**src/rtl/ictr_pkg.sv**
```systemverilog
package ictr_pkg;

  typedef enum logic [2:0] {
    MD_EVENT    = 3'd0,
    MD_ONESHOT  = 3'd1,
    MD_RATE     = 3'd2,
    MD_SQUARE   = 3'd3,
    MD_SWSTROBE = 3'd4,
    MD_HWSTROBE = 3'd5
  } ictr_mode_e;

  // Field values 6 and 7 fold onto the rate and square-wave modes.
  function automatic ictr_mode_e fold_mode(input logic [2:0] field);
    if (field[2:1] == 2'b11) return ictr_mode_e'({1'b0, field[1:0]});
    return ictr_mode_e'(field);
  endfunction

endpackage

```
**src/rtl/ictr_decrement.sv**
```systemverilog
// Subtracts a fixed step from a count, in binary or packed BCD, wrapping below zero.
module ictr_decrement #(
  parameter int W    = 16,
  parameter int STEP = 1
) (
  input  logic [W-1:0] val,
  input  logic         bcd,
  output logic [W-1:0] res
);
  localparam int DIGITS = W / 4;

  logic [W-1:0] bin_res;
  logic [W-1:0] bcd_res;
  logic [DIGITS:1] borrow;

  assign bin_res = val - W'(STEP);

  for (genvar i = 0; i < DIGITS; i++) begin : g_dig
    logic [4:0] d, sub, diff;
    logic       bneed;
    assign d = {1'b0, val[4*i +: 4]};
    if (i == 0) begin : g_first
      assign sub = 5'(STEP);
    end else begin : g_rest
      assign sub = {4'b0, borrow[i]};
    end
    assign bneed = (d < sub);
    assign diff  = bneed ? (d + 5'd10 - sub) : (d - sub);
    assign bcd_res[4*i +: 4] = diff[3:0];
    if (i < DIGITS - 1) begin : g_chain
      assign borrow[i+1] = bneed;
    end
  end

  if (DIGITS > 1) begin : g_top_unused
    assign borrow[DIGITS] = 1'b0;
  end else begin : g_single
    assign borrow[1] = 1'b0;
  end

  assign res = bcd ? bcd_res : bin_res;

endmodule

```
**src/rtl/ictr_trigger.sv**
```systemverilog
// Gate rising-edge detector with a latch that holds an edge until the next tick.
module ictr_trigger (
  input  logic clk,
  input  logic rst_n,
  input  logic gate,
  input  logic tick_en,
  input  logic clear,
  output logic trig
);
  logic gate_q;
  logic held_q;
  logic rise;

  assign rise = gate & ~gate_q;
  assign trig = held_q | rise;

  always_ff @(posedge clk or negedge rst_n) begin
    if (!rst_n) begin
      gate_q <= 1'b0;
      held_q <= 1'b0;
    end else begin
      gate_q <= gate;
      if (clear)        held_q <= 1'b0;
      else if (tick_en) held_q <= 1'b0;
      else if (rise)    held_q <= 1'b1;
    end
  end

  // an edge arriving between ticks is still visible on the following cycle
  p_edge_kept_r10: assert property (@(posedge clk) disable iff (!rst_n)
    (gate && !gate_q && !tick_en && !clear) |=> trig);

endmodule

```
**src/rtl/ictr_core.sv**
```systemverilog
// Configuration registers, counter and waveform state of one channel.
module ictr_core
  import ictr_pkg::*;
#(
  parameter int W = 16
) (
  input  logic         clk,
  input  logic         rst_n,
  input  logic         tick_en,
  input  logic         gate,
  input  logic         trig,
  input  logic         load_stb,
  input  logic [W-1:0] load_count,
  input  logic [2:0]   load_mode,
  input  logic         load_bcd,
  output logic [W-1:0] count_o,
  output logic         wave_o
);
  localparam logic [W-1:0] ONE = W'(1);
  localparam logic [W-1:0] TWO = W'(2);
  localparam int NSTEP = 2;

  ictr_mode_e   mode_q, new_mode;
  logic         bcd_q;
  logic [W-1:0] init_q, cnt_q, even_init;
  logic         out_q, run_q, pend_q, fired_q, hi_q;
  logic [W-1:0] dec_res [NSTEP];

  logic waits_trig, retrig_md, gated_md, pulse_md;
  logic start, cnt_en, hit1, sq_term;

  for (genvar s = 0; s < NSTEP; s++) begin : g_dec
    ictr_decrement #(.W(W), .STEP(s + 1)) u_dec (
      .val(cnt_q),
      .bcd(bcd_q),
      .res(dec_res[s])
    );
  end

  assign new_mode   = fold_mode(load_mode);
  assign waits_trig = (mode_q == MD_ONESHOT) || (mode_q == MD_HWSTROBE);
  assign retrig_md  = waits_trig || (mode_q == MD_RATE) || (mode_q == MD_SQUARE);
  assign gated_md   = !waits_trig;
  assign pulse_md   = (mode_q == MD_RATE) || (mode_q == MD_SWSTROBE) || (mode_q == MD_HWSTROBE);
  assign even_init  = {init_q[W-1:1], 1'b0};

  assign start   = tick_en && ((pend_q && !waits_trig) || (trig && retrig_md && (run_q || pend_q)));
  assign cnt_en  = gated_md ? gate : 1'b1;
  assign hit1    = (cnt_q == ONE);
  assign sq_term = (hi_q && init_q[0]) ? (cnt_q == '0) : (cnt_q == TWO);

  always_ff @(posedge clk or negedge rst_n) begin
    if (!rst_n) begin
      mode_q  <= MD_EVENT;
      bcd_q   <= 1'b0;
      init_q  <= '0;
      cnt_q   <= '0;
      out_q   <= 1'b0;
      run_q   <= 1'b0;
      pend_q  <= 1'b0;
      fired_q <= 1'b0;
      hi_q    <= 1'b1;
    end else if (load_stb) begin
      mode_q  <= new_mode;
      bcd_q   <= load_bcd;
      init_q  <= load_count;
      pend_q  <= 1'b1;
      run_q   <= 1'b0;
      fired_q <= 1'b0;
      hi_q    <= 1'b1;
      out_q   <= (new_mode == MD_ONESHOT) || (new_mode == MD_SQUARE);
    end else if (start) begin
      pend_q  <= 1'b0;
      run_q   <= 1'b1;
      fired_q <= 1'b0;
      hi_q    <= 1'b1;
      cnt_q   <= (mode_q == MD_SQUARE) ? even_init : init_q;
      out_q   <= (mode_q == MD_SQUARE);
    end else if (tick_en && run_q) begin
      if (pulse_md) out_q <= 1'b0;
      if (cnt_en) begin
        if (mode_q == MD_RATE) begin
          if (hit1) begin
            cnt_q <= init_q;
            out_q <= 1'b1;
          end else begin
            cnt_q <= dec_res[0];
          end
        end else if (mode_q == MD_SQUARE) begin
          if (sq_term) begin
            hi_q  <= ~hi_q;
            out_q <= ~hi_q;
            cnt_q <= even_init;
          end else begin
            cnt_q <= dec_res[1];
          end
        end else begin
          cnt_q <= dec_res[0];
          if (hit1 && !fired_q) begin
            out_q   <= 1'b1;
            fired_q <= 1'b1;
          end
        end
      end
    end
  end

  assign count_o = cnt_q;
  assign wave_o  = out_q;

  // nothing moves without a tick or a load
  p_idle_hold_r12: assert property (@(posedge clk) disable iff (!rst_n)
    (!tick_en && !load_stb) |=> ($stable(cnt_q) && $stable(out_q)));

  // a mode-0 high output stays high until the next load
  p_event_sticky_r5: assert property (@(posedge clk) disable iff (!rst_n)
    (mode_q == MD_EVENT && out_q && !load_stb) |=> out_q);

  // a strobe pulse lasts a single tick
  p_strobe_single_r9: assert property (@(posedge clk) disable iff (!rst_n)
    ((mode_q == MD_SWSTROBE || mode_q == MD_HWSTROBE) && out_q && tick_en && !load_stb) |=> !out_q);

  // the rate pulse coincides with the reloaded count
  p_rate_reload_r7: assert property (@(posedge clk) disable iff (!rst_n)
    (mode_q == MD_RATE && out_q) |-> (cnt_q == init_q));

  // loading the square-wave mode raises the output
  p_square_high_r8: assert property (@(posedge clk) disable iff (!rst_n)
    (load_stb && fold_mode(load_mode) == MD_SQUARE) |=> out_q);

endmodule

```
**src/rtl/interval_counter_channel.sv**
```systemverilog
module interval_counter_channel #(
  parameter int CNT_W = 16
) (
  input  logic             clk,
  input  logic             rst_n,
  input  logic             tick_en,
  input  logic             gate,
  input  logic             load_stb,
  input  logic [CNT_W-1:0] load_count,
  input  logic [2:0]       load_mode,
  input  logic             load_bcd,
  output logic [CNT_W-1:0] count_o,
  output logic             wave_o
);
  logic trig;

  ictr_trigger u_trig (
    .clk    (clk),
    .rst_n  (rst_n),
    .gate   (gate),
    .tick_en(tick_en),
    .clear  (load_stb),
    .trig   (trig)
  );

  ictr_core #(.W(CNT_W)) u_core (
    .clk       (clk),
    .rst_n     (rst_n),
    .tick_en   (tick_en),
    .gate      (gate),
    .trig      (trig),
    .load_stb  (load_stb),
    .load_count(load_count),
    .load_mode (load_mode),
    .load_bcd  (load_bcd),
    .count_o   (count_o),
    .wave_o    (wave_o)
  );

endmodule

```
**config.mk**
```make
export PLATFORM = sky130hd
export DESIGN_NAME = interval_counter_channel
export DESIGN_NICKNAME = d
export VERILOG_FILES = /design/src/rtl/ictr_pkg.sv /design/src/rtl/ictr_decrement.sv /design/src/rtl/ictr_trigger.sv /design/src/rtl/ictr_core.sv /design/src/rtl/interval_counter_channel.sv
export SDC_FILE = /design/constraint.sdc
export NUM_CORES = 1
export LEC_CHECK = 0
export BUFFER_PORTS_ARGS = -buffer_cell sky130_fd_sc_hd__buf_2
export CORE_ASPECT_RATIO = 1.4
export CORE_MARGIN = 1
export CORE_UTILIZATION = 55
export DETAILED_ROUTE_END_ITERATION = 10
export PLACE_DENSITY = 0.82
export SLEW_MARGIN = 20
export SYNTH_ARGS = -nofsm -noshare
export SYNTH_HDL_FRONTEND = slang
export SYNTH_SLANG_ARGS = --single-unit
```
**constraint.sdc**
```tcl
create_clock -name clk -period 6.05 [get_ports clk]
set_input_delay 0.3025 -clock clk [delete_from_list [all_inputs] [get_ports clk]]
set_output_delay 0.3025 -clock clk [all_outputs]
set_load 0.01 [all_outputs]
```
==> impl_metrics.env <==
export IMPL_status="complete, no violations"
export IMPL_skew_ps=14.6
export IMPL_fp_dieArea_mm2=0.00760
export IMPL_tns_ps=0
export IMPL_cp_required_ps=6280
export IMPL_path_class="reg2reg"
export IMPL_clkLatencyLatePin_ps=320
export IMPL_drv_slew=0
export IMPL_grt_pass1_vias=3583
export IMPL_arrival_ps=5000
export IMPL_grt_use_total_pct=28.7
export IMPL_grt_pass1_wl_um=16600
export IMPL_ys_top_cells_by_area="dfrtp_1 26%, ha_1 11%, mux2_2 5.4%"
export IMPL_p_per_area_mw_per_mm2=340
export IMPL_wl_per_cell_um=18.2
export IMPL_place_hpwl_um=7690
export IMPL_synth_edf_count=0
export IMPL_portBuffers=41
export IMPL_setup_ws_ps=1280
export IMPL_final_layout_size_suffix_gt1_share_pct=18.6
export IMPL_syn_inst=454
export IMPL_async_flop_share_pct=100
export IMPL_path_cells="inv_1, ha_1, nor3b_2, ha_1, ha_1, nor3b_1, ha_1, ha_1, nor3b_1, ha_1, ha_1, nor3b_1, xor2_1, nand2_1, o211ai_1, a21o_1, a22oi_1"
export IMPL_seq_area_frac_synth_pct=27.0
export IMPL_place_congestion=0.984
export IMPL_clk_path_buf_depth=2
export IMPL_worst_slew_pin_slew_ps=983
export IMPL_nets=544
export IMPL_cts_tree="done"
export IMPL_power_mw=1.47
export IMPL_synth_main_ff_cell="dfrtp_1"
export IMPL_worst_path_most_repeated_cell="ha_1"
export IMPL_holdCritPathClass="in2reg"
export IMPL_syn_area_mm2=0.00399
export IMPL_clock_sinks=43
export IMPL_cap_violations=0
export IMPL_post_synth_top_area_cell="dfrtp_1"
export IMPL_cts_buffers=5
export IMPL_start_util_pct=57.1
export IMPL_ys_types=74
export IMPL_cp_end_kind="flip-flop"
export IMPL_final_util_pct=62.1
export IMPL_fin_hold_ws_ps=173
export IMPL_drt_initial_drc_count=231
export IMPL_yosys_warnings=0
export IMPL_clk_pin_slew_ps=90
export IMPL_syn2layout_area_growth_pct=8.69
export IMPL_cp_max_fo=9
export IMPL_p_leak_nw=1.86
export IMPL_timing_final_crit_share_pct=78.9
export IMPL_drcViolationCount=0
export IMPL_pre_cts_ws_ps=1370
export IMPL_grt_max_degree=45
export IMPL_vias=3751
export IMPL_yosys_register_bits=43
export IMPL_syn_nets=515
export IMPL_crit_buf_inv=1
export IMPL_die_y_um=103
export IMPL_crit_family="adder cells"
export IMPL_num_io_pins=42
export IMPL_rsz0062_at_grt="no"
export IMPL_ant_nets=0
export IMPL_die_w_um=74.0
export IMPL_hold_viol_final=0
export IMPL_htree_levels=2
export IMPL_dr_pass1_iters=8
export IMPL_n_fill_cell=593
export IMPL_synth_top_area_share_pct=26.4
export IMPL_final_min_clock_period_ps=4770
export IMPL_slowest_stage="nor3b_1"
export IMPL_cts_root_buffer="clkbuf_8"
export IMPL_antenna_found_initial=0
export IMPL_fmax_ghz=0.210
export IMPL_post_cts_resized=0
export IMPL_final_setup_viol_count=0
export IMPL_grt_ovfl_total=0
export IMPL_rows=36
export IMPL_via_per_inst=6.48
export IMPL_start_kind="flip-flop"
export IMPL_routed_wl_um=10500
export IMPL_max_vdd_ir_drop_mv=0.294
export IMPL_critPathMaxStageDelay_ps=500
export IMPL_core_area_mm2=0.00698
export IMPL_synth_avg_cell_area_um2=8.78
export IMPL_slew_limit_headroom_pct=34.0
export IMPL_n_antenna_cell=0
[synth_stat cells (9+ instances only)]
library cell	n
inv_1	18
ha_1	36
a21oi_1	28
nand2_1	38
o31ai_1	9
xor2_1	16
mux2_2	19
o21ai_0	20
dfrtp_1	42
nand3_1	16
xnor2_1	20
clkbuf_1	12
nor2_1	25
o211ai_1	12
[cells in the final DEF, fill, tap and decap left out, types with 12 or more instances in the layout]
master and count:
o211ai_1 12, a21oi_1 28, buf_2 41, xor2_1 16, ha_1 36, nand3_1 16
inv_1 18, xnor2_1 20, mux2_2 19, nor2_1 25, dfrtp_1 42, o21ai_0 20
nand2_1 38
[sequential cells by signal, indices dropped and copies added (netlist names)]
signal and count:
u_core.fired_q 1, u_core.init_q 16, u_trig.gate_q 1, u_core.count_o 16
u_core.hi_q 1, u_core.run_q 1, u_core.pend_q 1, u_core.bcd_q 1
u_core.mode_q 3, u_core.wave_o 1, u_trig.held_q 1
[metrics by stage]
step | instance area, um2 | instances
6_report | 4330 | 579
5_1_grt | 4330 | 579
4_1_cts | 4300 | 577
3_5_place_dp | 4220 | 569
3_3_place_gp | 4220 | 569
2_1_floorplan | 3990 | 454
[metal layers]
metal	track usage, %	share of wire (%)	up-vias
met1	32.3	38	1808
met5	0	0	-
li1	-	-	1734
met4	18.2	5.8	0
met3	3.52	5.5	51
met2	50.7	51	158
[cells by family after synthesis]
kind of cell	Yosys count	share of synthesized area (%)
fa+ha+maj	36	11.3
compound gates	134	24.1
xor+xnor	36	7.91
buf+inv	44	4.64
mux	24	6.62
flops	43	27.0
simple gates	137	18.4
[area by class of cell]
class                           count  area (um2)  area share [%]
Inverter                           21        78.8            1.82
Multi-Input combinational cell    367        2730            62.9
Timing Repair Buffer               45         250            5.77
Clock inverter                      3        15.0           0.346
Tap cell                           95         119            2.74
Sequential cell                    43        1080            24.9
Clock buffer                        5        68.8            1.59
[power breakdown]
group          switching [mW]  internal, mW  leakage [nW]
combinational           0.429         0.339          1.31
clock                   0.105        0.0791        0.0477
sequential              0.174         0.346         0.500
[what timing repair did]
action | 4_1_cts | 5_1_grt
setup endpoints to repair | 0 | 0
hold buffers | 0 | 1
endpoints found under the hold margin | 0 | 9
buffers inserted | 0 | 0
[worst paths after layout]
kind | start | slack (ps) | depth (start not counted) | end
worst max-delay path | u_core.count_o[1] | 1280 | 17 | u_core.count_o[13]
worst min-delay path | tick_en | 170 | 2 | u_trig.held_q
worst max register to register | u_core.count_o[1] | 1280 | 17 | u_core.count_o[13]
worst min register to register | u_core.init_q[14] | 510 | 1 | u_core.init_q[14]
max in group asynchronous | rst_n | 5120 | 3 | u_core.hi_q
min in group asynchronous | rst_n | 390 | 2 | u_core.count_o[13]
Power figures use the tool's default switching activity.
